<file path="src/rtl/dram_init_pkg.sv">
package dram_init_pkg;

  typedef enum logic [2:0] {
    ST_UNRESET  = 3'd0,
    ST_CKE_ON   = 3'd1,
    ST_LOAD_MR2 = 3'd2,
    ST_LOAD_MR3 = 3'd3,
    ST_LOAD_MR1 = 3'd4,
    ST_LOAD_MR0 = 3'd5,
    ST_ZQ_CAL   = 3'd6,
    ST_DONE     = 3'd7
  } step_e;

  // bit 0 cs, bit 1 we, bit 2 cas, bit 3 ras; 1 = asserted
  typedef struct packed {
    logic ras;
    logic cas;
    logic we;
    logic cs;
  } cmd_t;

  typedef struct packed {
    logic rst_n;
    logic odt;
    logic cke;
  } pins_t;

  localparam cmd_t CMD_NONE    = cmd_t'(4'b0000);
  localparam cmd_t CMD_LOAD_MR = cmd_t'(4'b1111);
  localparam cmd_t CMD_ZQ      = cmd_t'(4'b0011);

  localparam int unsigned BASE_WAIT_UNRESET = 50000;
  localparam int unsigned BASE_WAIT_CKE     = 10000;
  localparam int unsigned BASE_WAIT_MR0     = 200;
  localparam int unsigned BASE_WAIT_ZQ      = 200;
  localparam int          WAIT_W            = $clog2(BASE_WAIT_UNRESET + 1);

  function automatic logic [WAIT_W-1:0] step_wait(step_e s, int unsigned shift);
    int unsigned base;
    case (s)
      ST_UNRESET:  base = BASE_WAIT_UNRESET;
      ST_CKE_ON:   base = BASE_WAIT_CKE;
      ST_LOAD_MR0: base = BASE_WAIT_MR0;
      ST_ZQ_CAL:   base = BASE_WAIT_ZQ;
      default:     base = 0;
    endcase
    return WAIT_W'(base >> shift);
  endfunction

endpackage

</file>
<file path="src/rtl/dram_init_mr_fmt.sv">
module dram_init_mr_fmt #(
  parameter int ADDR_W = 14
) (
  input  logic [3:0]        cl_code_i,
  input  logic [4:0]        wr_cycles_i,
  input  logic [1:0]        ron_i,
  input  logic [2:0]        rtt_i,
  output logic [ADDR_W-1:0] mr0_o,
  output logic [ADDR_W-1:0] mr1_o
);
  localparam int FMT_W = 16;

  logic [4:0]       wr_sat;
  logic [2:0]       wr_code;
  logic [FMT_W-1:0] mr0_f, mr1_f;

  always_comb begin
    wr_sat = wr_cycles_i;
    if (wr_sat < 5'd5)  wr_sat = 5'd5;
    if (wr_sat > 5'd16) wr_sat = 5'd16;
    // 5..8 linear; above 8 only even values exist, odd rounds up; 16 wraps to 0
    if (wr_sat <= 5'd8) wr_code = 3'(wr_sat - 5'd4);
    else                wr_code = 3'((wr_sat + 5'd1) >> 1);
  end

  always_comb begin
    mr0_f        = '0;
    mr0_f[2]     = cl_code_i[0];
    mr0_f[6:4]   = cl_code_i[3:1];
    mr0_f[8]     = 1'b1;
    mr0_f[11:9]  = wr_code;
    mr1_f        = '0;
    mr1_f[1]     = ron_i[0];
    mr1_f[5]     = ron_i[1];
    mr1_f[2]     = rtt_i[0];
    mr1_f[6]     = rtt_i[1];
    mr1_f[9]     = rtt_i[2];
  end

  assign mr0_o = ADDR_W'(mr0_f);
  assign mr1_o = ADDR_W'(mr1_f);

endmodule

</file>
<file path="src/rtl/dram_init_walk.sv">
module dram_init_walk
  import dram_init_pkg::*;
#(
  parameter int unsigned WAIT_SHIFT = 0
) (
  input  logic  clk_i,
  input  logic  rst_ni,
  output step_e step_o,
  output logic  issue_o,
  output logic  done_o
);
  step_e             step_q;
  logic              first_q;
  logic [WAIT_W-1:0] wait_q;
  logic [WAIT_W-1:0] cur_wait;

  assign cur_wait = step_wait(step_q, WAIT_SHIFT);

  always_ff @(posedge clk_i or negedge rst_ni) begin
    if (!rst_ni) begin
      step_q  <= ST_UNRESET;
      first_q <= 1'b1;
      wait_q  <= '0;
    end else if (step_q != ST_DONE) begin
      if (first_q) begin
        if (cur_wait == '0) begin
          step_q <= step_e'(step_q + 3'd1);
        end else begin
          wait_q  <= cur_wait;
          first_q <= 1'b0;
        end
      end else begin
        wait_q <= wait_q - WAIT_W'(1);
        if (wait_q == WAIT_W'(1)) begin
          step_q  <= step_e'(step_q + 3'd1);
          first_q <= 1'b1;
        end
      end
    end
  end

  assign step_o  = step_q;
  assign issue_o = first_q && (step_q != ST_DONE);
  assign done_o  = (step_q == ST_DONE);

  assert_wait_hold_R7: assert property (@(posedge clk_i) disable iff (!rst_ni)
    (!first_q && wait_q > WAIT_W'(1)) |=> (step_q == $past(step_q)));

  assert_step_inc_R3: assert property (@(posedge clk_i) disable iff (!rst_ni)
    (step_q != ST_DONE) |=> (step_q == $past(step_q) || step_q == step_e'($past(step_q) + 3'd1)));

  assert_done_sticky_R9: assert property (@(posedge clk_i) disable iff (!rst_ni)
    (step_q == ST_DONE) |=> (step_q == ST_DONE));

endmodule

</file>
<file path="src/rtl/dram_init_step_dec.sv">
module dram_init_step_dec
  import dram_init_pkg::*;
#(
  parameter int ADDR_W = 14,
  parameter int BANK_W = 3
) (
  input  step_e             step_i,
  input  logic              issue_i,
  input  logic [ADDR_W-1:0] mr0_i,
  input  logic [ADDR_W-1:0] mr1_i,
  input  logic [ADDR_W-1:0] mr2_i,
  input  logic [ADDR_W-1:0] mr3_i,
  output cmd_t              cmd_o,
  output logic [ADDR_W-1:0] addr_o,
  output logic [BANK_W-1:0] bank_o,
  output logic              pins_load_o,
  output pins_t             pins_o
);
  localparam logic [ADDR_W-1:0] ZQ_ADDR = ADDR_W'(11'h400);

  always_comb begin
    cmd_o       = CMD_NONE;
    addr_o      = '0;
    bank_o      = '0;
    pins_load_o = 1'b0;
    pins_o      = '0;
    case (step_i)
      ST_UNRESET: begin
        pins_load_o  = issue_i;
        pins_o.rst_n = 1'b1;
        pins_o.odt   = 1'b1;
      end
      ST_CKE_ON: begin
        pins_load_o  = issue_i;
        pins_o.rst_n = 1'b1;
        pins_o.odt   = 1'b1;
        pins_o.cke   = 1'b1;
      end
      ST_LOAD_MR2: if (issue_i) begin
        cmd_o = CMD_LOAD_MR; addr_o = mr2_i; bank_o = BANK_W'(2);
      end
      ST_LOAD_MR3: if (issue_i) begin
        cmd_o = CMD_LOAD_MR; addr_o = mr3_i; bank_o = BANK_W'(3);
      end
      ST_LOAD_MR1: if (issue_i) begin
        cmd_o = CMD_LOAD_MR; addr_o = mr1_i; bank_o = BANK_W'(1);
      end
      ST_LOAD_MR0: if (issue_i) begin
        cmd_o = CMD_LOAD_MR; addr_o = mr0_i; bank_o = BANK_W'(0);
      end
      ST_ZQ_CAL: if (issue_i) begin
        cmd_o = CMD_ZQ; addr_o = ZQ_ADDR;
      end
      default: ;
    endcase
  end

endmodule

</file>
<file path="src/rtl/dram_init_port_mux.sv">
module dram_init_port_mux
  import dram_init_pkg::*;
#(
  parameter int ADDR_W = 14,
  parameter int BANK_W = 3
) (
  input  logic              own_i,
  input  cmd_t              seq_cmd_i,
  input  logic [ADDR_W-1:0] seq_addr_i,
  input  logic [BANK_W-1:0] seq_bank_i,
  input  cmd_t              mc_cmd_i,
  input  logic [ADDR_W-1:0] mc_addr_i,
  input  logic [BANK_W-1:0] mc_bank_i,
  output cmd_t              cmd_o,
  output logic [ADDR_W-1:0] addr_o,
  output logic [BANK_W-1:0] bank_o
);
  assign cmd_o  = own_i ? seq_cmd_i  : mc_cmd_i;
  assign addr_o = own_i ? seq_addr_i : mc_addr_i;
  assign bank_o = own_i ? seq_bank_i : mc_bank_i;
endmodule

</file>
<file path="src/rtl/dram_init_seq.sv">
module dram_init_seq
  import dram_init_pkg::*;
#(
  parameter int          ADDR_W     = 14,
  parameter int          BANK_W     = 3,
  parameter int unsigned WAIT_SHIFT = 0
) (
  input  logic              clk_i,
  input  logic              rst_ni,
  input  logic [3:0]        cl_code_i,
  input  logic [4:0]        wr_cycles_i,
  input  logic [1:0]        ron_code_i,
  input  logic [2:0]        rtt_code_i,
  input  logic [ADDR_W-1:0] mr2_val_i,
  input  logic [ADDR_W-1:0] mr3_val_i,
  input  logic              mc_cs_i,
  input  logic              mc_we_i,
  input  logic              mc_cas_i,
  input  logic              mc_ras_i,
  input  logic [ADDR_W-1:0] mc_addr_i,
  input  logic [BANK_W-1:0] mc_bank_i,
  output logic              dfi_cs_o,
  output logic              dfi_we_o,
  output logic              dfi_cas_o,
  output logic              dfi_ras_o,
  output logic [ADDR_W-1:0] dfi_addr_o,
  output logic [BANK_W-1:0] dfi_bank_o,
  output logic              dfi_cke_o,
  output logic              dfi_odt_o,
  output logic              dfi_reset_n_o,
  output logic              init_done_o
);
  step_e             step;
  logic              issue, done;
  logic [ADDR_W-1:0] mr0, mr1, seq_addr;
  logic [BANK_W-1:0] seq_bank;
  cmd_t              seq_cmd, mc_cmd, out_cmd;
  logic              pins_load;
  pins_t             pins_nxt, pins_q;

  dram_init_mr_fmt #(.ADDR_W(ADDR_W)) i_mr_fmt (
    .cl_code_i  (cl_code_i),
    .wr_cycles_i(wr_cycles_i),
    .ron_i      (ron_code_i),
    .rtt_i      (rtt_code_i),
    .mr0_o      (mr0),
    .mr1_o      (mr1)
  );

  dram_init_walk #(.WAIT_SHIFT(WAIT_SHIFT)) i_walk (
    .clk_i  (clk_i),
    .rst_ni (rst_ni),
    .step_o (step),
    .issue_o(issue),
    .done_o (done)
  );

  dram_init_step_dec #(.ADDR_W(ADDR_W), .BANK_W(BANK_W)) i_dec (
    .step_i     (step),
    .issue_i    (issue),
    .mr0_i      (mr0),
    .mr1_i      (mr1),
    .mr2_i      (mr2_val_i),
    .mr3_i      (mr3_val_i),
    .cmd_o      (seq_cmd),
    .addr_o     (seq_addr),
    .bank_o     (seq_bank),
    .pins_load_o(pins_load),
    .pins_o     (pins_nxt)
  );

  always_ff @(posedge clk_i or negedge rst_ni) begin
    if (!rst_ni)        pins_q <= '0;
    else if (pins_load) pins_q <= pins_nxt;
  end

  assign mc_cmd = '{ras: mc_ras_i, cas: mc_cas_i, we: mc_we_i, cs: mc_cs_i};

  dram_init_port_mux #(.ADDR_W(ADDR_W), .BANK_W(BANK_W)) i_mux (
    .own_i     (!done),
    .seq_cmd_i (seq_cmd),
    .seq_addr_i(seq_addr),
    .seq_bank_i(seq_bank),
    .mc_cmd_i  (mc_cmd),
    .mc_addr_i (mc_addr_i),
    .mc_bank_i (mc_bank_i),
    .cmd_o     (out_cmd),
    .addr_o    (dfi_addr_o),
    .bank_o    (dfi_bank_o)
  );

  assign dfi_cs_o      = out_cmd.cs;
  assign dfi_we_o      = out_cmd.we;
  assign dfi_cas_o     = out_cmd.cas;
  assign dfi_ras_o     = out_cmd.ras;
  assign dfi_cke_o     = pins_q.cke;
  assign dfi_odt_o     = pins_q.odt;
  assign dfi_reset_n_o = pins_q.rst_n;
  assign init_done_o   = done;

  assert_cke_order_R2: assert property (@(posedge clk_i) disable iff (!rst_ni)
    $rose(dfi_cke_o) |-> $past(dfi_reset_n_o));

  assert_mr_bank_R3: assert property (@(posedge clk_i) disable iff (!rst_ni)
    (!init_done_o && dfi_cs_o && dfi_we_o && dfi_cas_o && dfi_ras_o) |-> (dfi_bank_o <= BANK_W'(3)));

  assert_zq_shape_R7: assert property (@(posedge clk_i) disable iff (!rst_ni)
    (!init_done_o && dfi_we_o && !dfi_ras_o) |-> (dfi_cs_o && !dfi_cas_o &&
      dfi_addr_o == ADDR_W'(11'h400) && dfi_bank_o == '0));

  assert_quiet_R8: assert property (@(posedge clk_i) disable iff (!rst_ni)
    (!init_done_o && !issue) |-> !(dfi_cs_o || dfi_we_o || dfi_cas_o || dfi_ras_o));

  assert_pins_hold_R9: assert property (@(posedge clk_i) disable iff (!rst_ni)
    init_done_o |-> (dfi_cke_o && dfi_odt_o && dfi_reset_n_o));

endmodule

</file>
<file path="config.mk">
export PLATFORM = sky130hd
export DESIGN_NAME = dram_init_seq
export DESIGN_NICKNAME = d
export VERILOG_FILES = /design/src/rtl/dram_init_pkg.sv /design/src/rtl/dram_init_mr_fmt.sv /design/src/rtl/dram_init_walk.sv /design/src/rtl/dram_init_step_dec.sv /design/src/rtl/dram_init_port_mux.sv /design/src/rtl/dram_init_seq.sv
export SDC_FILE = /design/constraint.sdc
export NUM_CORES = 1
export LEC_CHECK = 0
export BUFFER_PORTS_ARGS = -buffer_cell sky130_fd_sc_hd__buf_2
export CAP_MARGIN = 20
export CORE_ASPECT_RATIO = 0.9
export CORE_MARGIN = 2
export CORE_UTILIZATION = 52
export CTS_CLUSTER_DIAMETER = 150
export DETAILED_ROUTE_END_ITERATION = 8
export PLACE_DENSITY = 0.91
export SYNTH_ARGS = -nofsm -noshare
export SYNTH_HDL_FRONTEND = slang
export SYNTH_SLANG_ARGS = --single-unit
</file>
<file path="constraint.sdc">
create_clock -name clk_i -period 5.4 [get_ports clk_i]
set_clock_uncertainty 0.2 [all_clocks]
set_input_delay 1.08 -clock clk_i [delete_from_list [all_inputs] [get_ports clk_i]]
set_output_delay 1.08 -clock clk_i [all_outputs]
set_load 0.01 [all_outputs]
</file>
==> impl_metrics.json, run 1 <==
{
  "maxSlewViolCount": 0,
  "cts_tree": "yes",
  "p_sw_w": 0.0000719,
  "synth_cells": 242,
  "cts-hold-fix-buffers": 0,
  "rsz0062_at_grt": "no",
  "start_kind": "flop",
  "power.internal_w": 0.000249,
  "n_antenna_cell": 0,
  "htree_num_levels": 1,
  "fin_crit_ps": 4120,
  "firstDrtPassIters": 7,
  "synth_warnings": 0,
  "io_pins": 90,
  "clock_latency_ps": 270,
  "fmax_mhz": 243,
  "cts_root_buf": "clkbuf_8",
  "cts_resized": 0,
  "p_seq_share_pct": 51.2,
  "p_comb_share_pct": 11.2,
  "wl_mm": 6.14,
  "drive_gt1_share_pct": 34.3,
  "final_antenna_net_count": 0,
  "layout_common_cells": "buf_2, nand2_1, dfrtp_1, inv_1, o21ai_0",
  "area.growth.synth_to_final_pct": 22.9,
  "end_kind": "primary output",
  "antenna_found_initial": 0,
  "final_util_pct": 67.4,
  "grt_max_degree": 34,
  "post-cts-setup-buffers": 0,
  "die_area_um2": 4480,
  "status": "finished clean",
  "final-hold-violation-count": 0,
  "num_rows": 21,
  "post_drt_wl_per_cell_um": 16.9,
  "die_x_um": 70.4,
  "syn_area_um2": 2060,
  "synth_edf_count": 0,
  "vias_per_cell": 6.31,
  "final_common_cell": "buf_2",
  "gp_congestion": 0.872,
  "yosysTopAreaCellShare_pct": 25.5,
  "drc": 0,
  "hold_path.class": "flop to flop",
  "setup-tns-final_ps": 0,
  "cts_made_buffers": 3,
  "critPathRequiredTime_ps": 4120,
  "max-cap-violations": 0,
  "crit_type": "flop to primary output",
  "final.period_utilization_pct": 76.3,
  "path_clk_slew_ps": 80,
  "cts_sinks": 22,
  "yosys.area.top_type": "dfrtp_1",
  "yosys-top-cells-area": "dfrtp_1, ha_1, a222oi_1, nand2_1, o21ai_0",
  "grt_usage_pct": 26.6,
  "tightest_slew_ps": 892,
  "slew_headroom_pct": 39.7,
  "ys_seq_elements": 22,
  "drt_iter0_markers": 238,
  "initial_utilization_pct": 54.8,
  "die_y_um": 63.7,
  "setup_violations": 0,
  "grt_pass1_wl_mm": 9.86,
  "cp_max_fo": 26,
  "syn_avg_cell_area_um2": 8.52,
  "overflow": 0,
  "clockBufferDepth": 2,
  "ys_seq_area_share_pct": 26.8,
  "io_buffer_count": 89,
  "ir_drop_mv": 0.102,
  "num_vias": 2298,
  "powerDensity_nw_per_um2": 127,
  "worstPathArrival_ps": 2840,
  "nNetsFinal": 396,
  "switching_share_pct": 22.4,
  "coreArea_um2": 3760,
  "synthesis.nets": 319,
  "leakagePower_nw": 1.26,
  "ys_types": 62,
  "ys_async_sr_fraction_pct": 100,
  "dp_hpwl_mm": 4.69,
  "clkPwrFrac_pct": 37.6,
  "grt_pass1_vias": 2107,
  "ys.flop_type": "dfrtp_1"
}
per-layer routing:
metal	vias to the layer above	GRT usage, %	part of all wire (%)
met3	11	4.00	6.6
met5	-	0	0
met4	0	4.33	1.1
li1	1084	-	-
met1	1105	37.5	42
met2	98	43.8	50
per-stage QoR:
stage	hold WS (ps)	power, W	instances	worst slack (ps)	instance area, um^2
after floorplan	293	0.000174	242	1780	2060
final	289	0.000321	364	1280	2530
after CTS	295	0.000323	364	1340	2530
after detailed placement	276	0.000204	360	1470	2480
after global placement	262	0.000202	360	1560	2480
after global routing	313	0.000333	364	1050	2530
logic make-up after synthesis:
family                   synth area share (%)
multiplexers                             3.16
AO/OA/AOI/OAI                            30.5
AND/OR/NAND/NOR                          23.9
flip-flops                               26.8
adder cells (fa/ha/maj)                  7.29
buffers and inverters                    7.89
XOR/XNOR                                0.425
critical path, cell delays in order, from the launching register on:
cell	delay, ps
dfstp_2	810
nor2b_1	640
and2_1	580
a222oi_1	190
o211ai_1	170
buf_2	180
area by class of cell:
type                    instances  area [um^2]
repair buffers                 90          453
fillers                       306         1220
clock buffers                   4         55.1
well taps                      46         57.6
multi-input cells             184         1350
inverters                      18         68.8
flip-flops and latches         22          552
state kept, by name, indices dropped and copies added, names as in the netlist:
register,cells
i_walk.wait_q,16
i_walk.step_o,3
dfi_cke_o,1
dfi_reset_n_o,1
i_walk.first_q,1
synth_stat cells (all sizes together) (7+ instances only):
cell	count
a21oi	10
nand2	25
a222oi	13
nor2	8
nand3	8
ha	12
dfrtp	21
inv	17
buf	11
o21ai	14
clkbuf	7
worst paths after layout:
| kind | start | endpoint | slack (ps) | depth (start not counted) |
|---|---|---|---|---|
| worst max-delay path | i_walk.first_q | dfi_addr_o[9] | 1280 | 5 |
| worst min-delay path | dfi_reset_n_o | dfi_reset_n_o | 290 | 1 |
| worst max register to register | i_walk.step_o[2] | i_walk.wait_q[7] | 2540 | 6 |
| worst min register to register | dfi_reset_n_o | dfi_reset_n_o | 290 | 1 |
| max in group asynchronous | rst_ni | i_walk.first_q | 4060 | 1 |
| min in group asynchronous | rst_ni | i_walk.wait_q[12] | 570 | 1 |
power by group through the flow:
stage	Clock [W]	Sequential [W]	Combinational (W)
CTS	0.000122	0.000165	0.0000358
floorplan	0	0.000168	0.00000654
global route	0.000129	0.000165	0.0000397
detailed placement	0	0.000168	0.0000357
global placement	0	0.000168	0.0000336
finish	0.000121	0.000165	0.0000360
No activity file was read; power rests on OpenSTA's default activity.
==> run 2: changes to the inputs <==
Settings changed: CORE_UTILIZATION 52 to 48, PLACE_DENSITY 0.91 to 0.85.
Clock period 5.4 ns to 3.98 ns, I/O delays scaled along.
==> run 2 against run 1 <==
- sequential power up 35%
- clock power up 74%
- die area up 7.8%
- wire length about the same
- total power up 50%
- utilization down 5.0 points
- combinational power up 39%
- non-clock buffer count up 1
- count of clock-buffer cells in the layout down 1
- sequential share of layout area down 0.22 points
- critical path depth unchanged
==> impl_metrics.json, run 2 (synthesis gave the netlist of run 1 again) <==
{
  "setup-tns-final_ps": 0,
  "n_antenna_cell": 0,
  "final_util_pct": 62.4,
  "tightest_slew_ps": 779,
  "place_ws_ps": 644,
  "setup_violations": 0,
  "cts_sinks": 22,
  "gp_congestion": 0.887,
  "powerDensity_nw_per_um2": 189,
  "drt_iter0_markers": 247,
  "cts_made_buffers": 3,
  "area.growth.synth_to_final_pct": 24.2,
  "clkPwrFrac_pct": 43.4,
  "firstDrtPassIters": 5,
  "regMostFlops": "i_walk.wait_q",
  "post-cts-setup-buffers": 0,
  "vias_per_cell": 6.19,
  "end_kind": "primary output",
  "p_sw_w": 0.0000980,
  "power.internal_w": 0.000385,
  "io_pins": 90,
  "finalPower_w": 0.000483,
  "path_clk_slew_ps": 80,
  "switching_share_pct": 20.3,
  "wl_mm": 6.14,
  "antenna_found_initial": 0,
  "rsz0062_at_grt": "no",
  "worstPathCellList": "nor2b_1, and2_1, a222oi_1, o211ai_1, buf_2",
  "final_common_cell": "buf_2",
  "hold_path.class": "input port to async pin",
  "grt_pass1_wl_mm": 9.71,
  "ir_drop_mv": 0.165,
  "post_drt_wl_per_cell_um": 16.7,
  "clockBufferDepth": 2,
  "crit_type": "flop to primary output",
  "p_comb_share_pct": 10.3,
  "fin_crit_ps": 3530,
  "max-cap-violations": 0,
  "final-hold-violation-count": 0,
  "largest_reg_flops": 16,
  "initial_utilization_pct": 50.2,
  "grt_max_degree": 34,
  "die_area_um2": 4830,
  "status": "finished clean",
  "grt_pass1_vias": 2012,
  "num_rows": 22,
  "final.period_utilization_pct": 88.6,
  "postPlaceCellArea_um2": 2490,
  "start_kind": "flop",
  "drc": 0,
  "layout_common_cells": "buf_2, nand2_1, dfrtp_1, inv_1, o21ai_0",
  "overflow": 0,
  "maxSlewViolCount": 0,
  "clock_latency_ps": 270,
  "cp_max_fo": 26,
  "cts_resized": 0,
  "num_vias": 2271,
  "worstPathArrival_ps": 2530,
  "leakagePower_nw": 1.27,
  "nNetsFinal": 397,
  "drive_gt1_share_pct": 34.5,
  "finalInstanceArea_um2": 2560,
  "slowest_stage": "dfstp_2",
  "critPathRequiredTime_ps": 2980,
  "final_antenna_net_count": 0,
  "die_x_um": 73.1,
  "coreArea_um2": 4100,
  "grt_usage_pct": 25.2,
  "cts-hold-fix-buffers": 0,
  "setup_slack_ps": 454,
  "cts_tree": "yes",
  "r2r_setup_slack_ps": 1100,
  "cts_root_buf": "clkbuf_8",
  "slew_headroom_pct": 47.3,
  "die_y_um": 66.2,
  "htree_num_levels": 1,
  "dp_hpwl_mm": 4.66,
  "p_seq_share_pct": 46.3,
  "slowest_delay_ps": 810,
  "fmax_mhz": 284,
  "io_buffer_count": 89
}
run 2: cell count changes in the layout (fill, tap and decap cells not counted):
| cell | delta |
|---|---|
| clkbuf_8 | -1 |
| buf_4 | +1 |
| bufinv_16 | +1 |
run 2: per-layer routing:
metal | routed length (um) | global-route usage, %
met1 | 2720 | 36.6
met2 | 2960 | 38.4
met3 | 343 | 3.81
met4 | 118 | 7.18
met5 | 0 | 0
run 2: final timing paths:
kind / end / start / depth (start not counted)
min reg2reg: dfi_reset_n_o / dfi_reset_n_o / 1
max reg2reg: i_walk.wait_q[7] / i_walk.step_o[2] / 6
max: dfi_addr_o[9] / i_walk.first_q / 5
min: i_walk.wait_q[7] / rst_ni / 1
min in group clk_i: dfi_reset_n_o / dfi_reset_n_o / 1
max in group asynchronous: i_walk.first_q / rst_ni / 1
run 2: cell type report:
type / instances / area (um^2)
Inverter: 18 / 68.8
Multi-Input combinational cell: 184 / 1350
Clock inverter: 1 / 30.0
Clock buffer: 3 / 41.3
Sequential cell: 22 / 552
Timing Repair Buffer: 91 / 460
Fill cell: 374 / 1540
Tap cell: 48 / 60.1
run 2: metrics by stage:
| step | std cells | hold WS (ps) |
|---|---|---|
| 2_1_floorplan | 242 | 293 |
| 3_3_place_gp | 363 | 261 |
| 3_5_place_dp | 363 | 273 |
| 4_1_cts | 367 | 294 |
| 5_1_grt | 367 | 315 |
| 6_report | 367 | 275 |
run 2: power by group through the flow:
stage	combinational [W]	sequential [W]	clock, W
2_1_floorplan	0.00000888	0.000228	0
3_3_place_gp	0.0000475	0.000228	0
3_5_place_dp	0.0000497	0.000228	0
4_1_cts	0.0000499	0.000223	0.000215
5_1_grt	0.0000547	0.000223	0.000226
6_report	0.0000499	0.000223	0.000210
run 2: critical path: cells and delay by family, from the launching register on:
kind	cells	cell delay, ps
simple gates	2	980
flops	1	810
compound gates	2	290
buf+inv	1	160
==> run 3: changes to the inputs <==
Settings changed: CORE_UTILIZATION 48 to 53, PLACE_DENSITY 0.85 to 0.86, SYNTH_HIERARCHICAL from default to 1.
==> run 3 against run 2 <==
- sequential share of layout area decreased by 3.5 points
- utilization decreased by 1.7 points
- global-route usage decreased by 3.1 points
- sequential power increased by 4%
- synthesized cell count increased by 29%
- hold slack improved by 12 ps
- wire length increased by 12%
- non-clock buffer count increased by 3
==> impl_metrics.json, run 3 <==
{
  "status": "finished clean",
  "ys_seq_area_share_pct": 20.1,
  "grt_pass1_vias": 2402,
  "drt_iter0_markers": 149,
  "rsz0062_at_grt": "no",
  "placed_cells": 440,
  "critPathRequiredTime_ps": 2980,
  "grt_pass1_wl_mm": 10.7,
  "gp_congestion": 0.805,
  "max-cap-violations": 0,
  "regMostFlops": "i_walk/wait_q",
  "syn_avg_cell_area_um2": 9.24,
  "nNetsFinal": 452,
  "postPlaceCellArea_um2": 3140,
  "final_util_pct": 60.7,
  "clockBufferDepth": 2,
  "p_sw_w": 0.000110,
  "tightest_slew_ps": 521,
  "grt_max_degree": 40,
  "switching_share_pct": 24.5,
  "crit_type": "input port to primary output",
  "cts_tree": "yes",
  "die_y_um": 73.9,
  "layout_common_cells": "buf_2, mux2i_1, dfrtp_1, mux2_4, conb_1",
  "post-cts-setup-buffers": 0,
  "slew_headroom_pct": 65.3,
  "synth_warnings": 6,
  "drc": 0,
  "clkPwrFrac_pct": 33.3,
  "slowest_delay_ps": 260,
  "final-hold-violation-count": 0,
  "path_clk_slew_ps": 90,
  "start_kind": "input port",
  "final_common_cell": "buf_2",
  "io_buffer_count": 89,
  "synth_edf_count": 0,
  "hold_path.class": "input port to async pin",
  "power.internal_w": 0.000338,
  "wl_mm": 6.89,
  "setup_violations": 0,
  "n_fill_cell": 468,
  "drive_gt1_share_pct": 39.5,
  "yosysTopAreaCellShare_pct": 19.2,
  "cts_root_buf": "clkbuf_8",
  "syn_area_um2": 2870,
  "cts_resized": 0,
  "io_pins": 90,
  "coreArea_um2": 5260,
  "yosys.area.top_type": "dfrtp_1",
  "worstPathCellList": "buf_2, a21oi_1, o21ai_1, ha_1, nand2b_1, a21oi_1, mux2i_1, a22oi_1, a211oi_1, mux2_4, buf_2",
  "final.period_utilization_pct": 89.5,
  "ys_top_cells_by_count": "buf_4, mux2i_1, dfrtp_1",
  "largest_reg_flops": 16,
  "synth_most_common_cell": "buf_4",
  "crit_family": "compound AO/OA/AOI/OAI gates",
  "dp_hpwl_mm": 5.23,
  "layout.cells.non_filler": 444,
  "initial_utilization_pct": 54.7,
  "fmax_mhz": 281,
  "end_kind": "primary output",
  "num_rows": 25,
  "ys_seq_elements": 23,
  "cts_sinks": 23,
  "path_buf_inv": 2,
  "leakagePower_nw": 1.46,
  "final_antenna_net_count": 0,
  "firstDrtPassIters": 4,
  "num_vias": 2610,
  "ys_async_sr_fraction_pct": 100,
  "n_antenna_cell": 0,
  "fin_crit_ps": 3560,
  "die_area_um2": 6030,
  "vias_per_cell": 5.88,
  "finalInstanceArea_um2": 3190,
  "ir_drop_mv": 0.140,
  "die_x_um": 81.6,
  "area.growth.synth_to_final_pct": 11.0,
  "ys.flop_type": "dfrtp_1",
  "grt_usage_pct": 22.1,
  "ys_types": 63,
  "synth_cells": 311,
  "overflow": 0,
  "cp_max_fo": 8,
  "slowest_stage": "a211oi_1",
  "antenna_found_initial": 0,
  "htree_num_levels": 1,
  "worstPathArrival_ps": 2570,
  "yosys-top-cells-area": "dfrtp_1, mux2_4, mux2i_1, buf_4, o22ai_2",
  "clock_latency_ps": 270,
  "setup-tns-final_ps": 0,
  "cts-hold-fix-buffers": 0,
  "post_drt_wl_per_cell_um": 15.5,
  "p_seq_share_pct": 52.2,
  "cts_made_buffers": 3,
  "p_comb_share_pct": 14.5,
  "maxSlewViolCount": 0,
  "powerDensity_nw_per_um2": 140
}
-- run 3: area by class of cell --
cell class	count	area, um^2	area share, %
multi-input cells	241	1940	60.9
flip-flops and latches	23	577	18.1
repair buffers	94	483	15.1
well taps	67	83.8	2.63
inverters	15	56.3	1.76
clock buffers	3	41.3	1.29
clock inverters	1	5.00	0.157
-- run 3: worst register-to-register path, stage by stage, from the launching register on --
cell     delay, ps
dfrtp_1        580
ha_1           290
ha_1           190
buf_4          200
inv_1          210
o31ai_2        100
buf_4          200
or4_1          530
a21oi_1        160
-- run 3: power groups by stage --
stage | registers [W] | logic, W | clock network (W)
3_3_place_gp | 0.000238 | 0.0000613 | 0
2_1_floorplan | 0.000238 | 0.0000406 | 0
6_report | 0.000233 | 0.0000649 | 0.000149
3_5_place_dp | 0.000238 | 0.0000644 | 0
4_1_cts | 0.000233 | 0.0000646 | 0.000152
5_1_grt | 0.000234 | 0.0000726 | 0.000161
-- run 3: path summary, 6_finish.rpt --
path | from | end | slack [ps] | cells after the start
worst max-delay path | wr_cycles_i[2] | dfi_addr_o[9] | 420 | 11
worst min-delay path | rst_ni | i_walk/wait_q[3] | 290 | 1
worst max register to register | i_walk/step_o[1] | i_walk/wait_q[12] | 1250 | 8
worst min register to register | dfi_reset_n_o | dfi_reset_n_o | 310 | 1
max in group asynchronous | rst_ni | i_walk/first_q | 2930 | 1
min in group clk_i | dfi_reset_n_o | dfi_reset_n_o | 310 | 1
-- run 3: per-stage QoR --
step	total power [W]	worst slack (ps)	hold WS [ps]
floorplan	0.000279	879	300
global placement	0.000299	538	291
detailed placement	0.000302	436	293
CTS	0.000450	437	310
global route	0.000467	263	329
finish	0.000447	416	287
-- run 3: kinds of logic after synthesis --
kind of cell | share of synthesized area, %
AND/OR/NAND/NOR | 18.9
multiplexers | 20.8
flip-flops | 20.1
other | 0.392
buffers and inverters | 14.1
AO/OA/AOI/OAI | 21.9
adder cells (fa/ha/maj) | 3.92
-- run 3: routing by layer --
metal / wire length, um / global-route usage, % / part of all wire [%] / vias up
li1: - / - / - / 1262
met1: 2860 / 27.6 / 41 / 1255
met2: 3510 / 39.7 / 51 / 85
met3: 455 / 4.05 / 6.6 / 8
met4: 61 / 4.44 / 0.89 / 0
met5: 0 / 0 / 0 / -
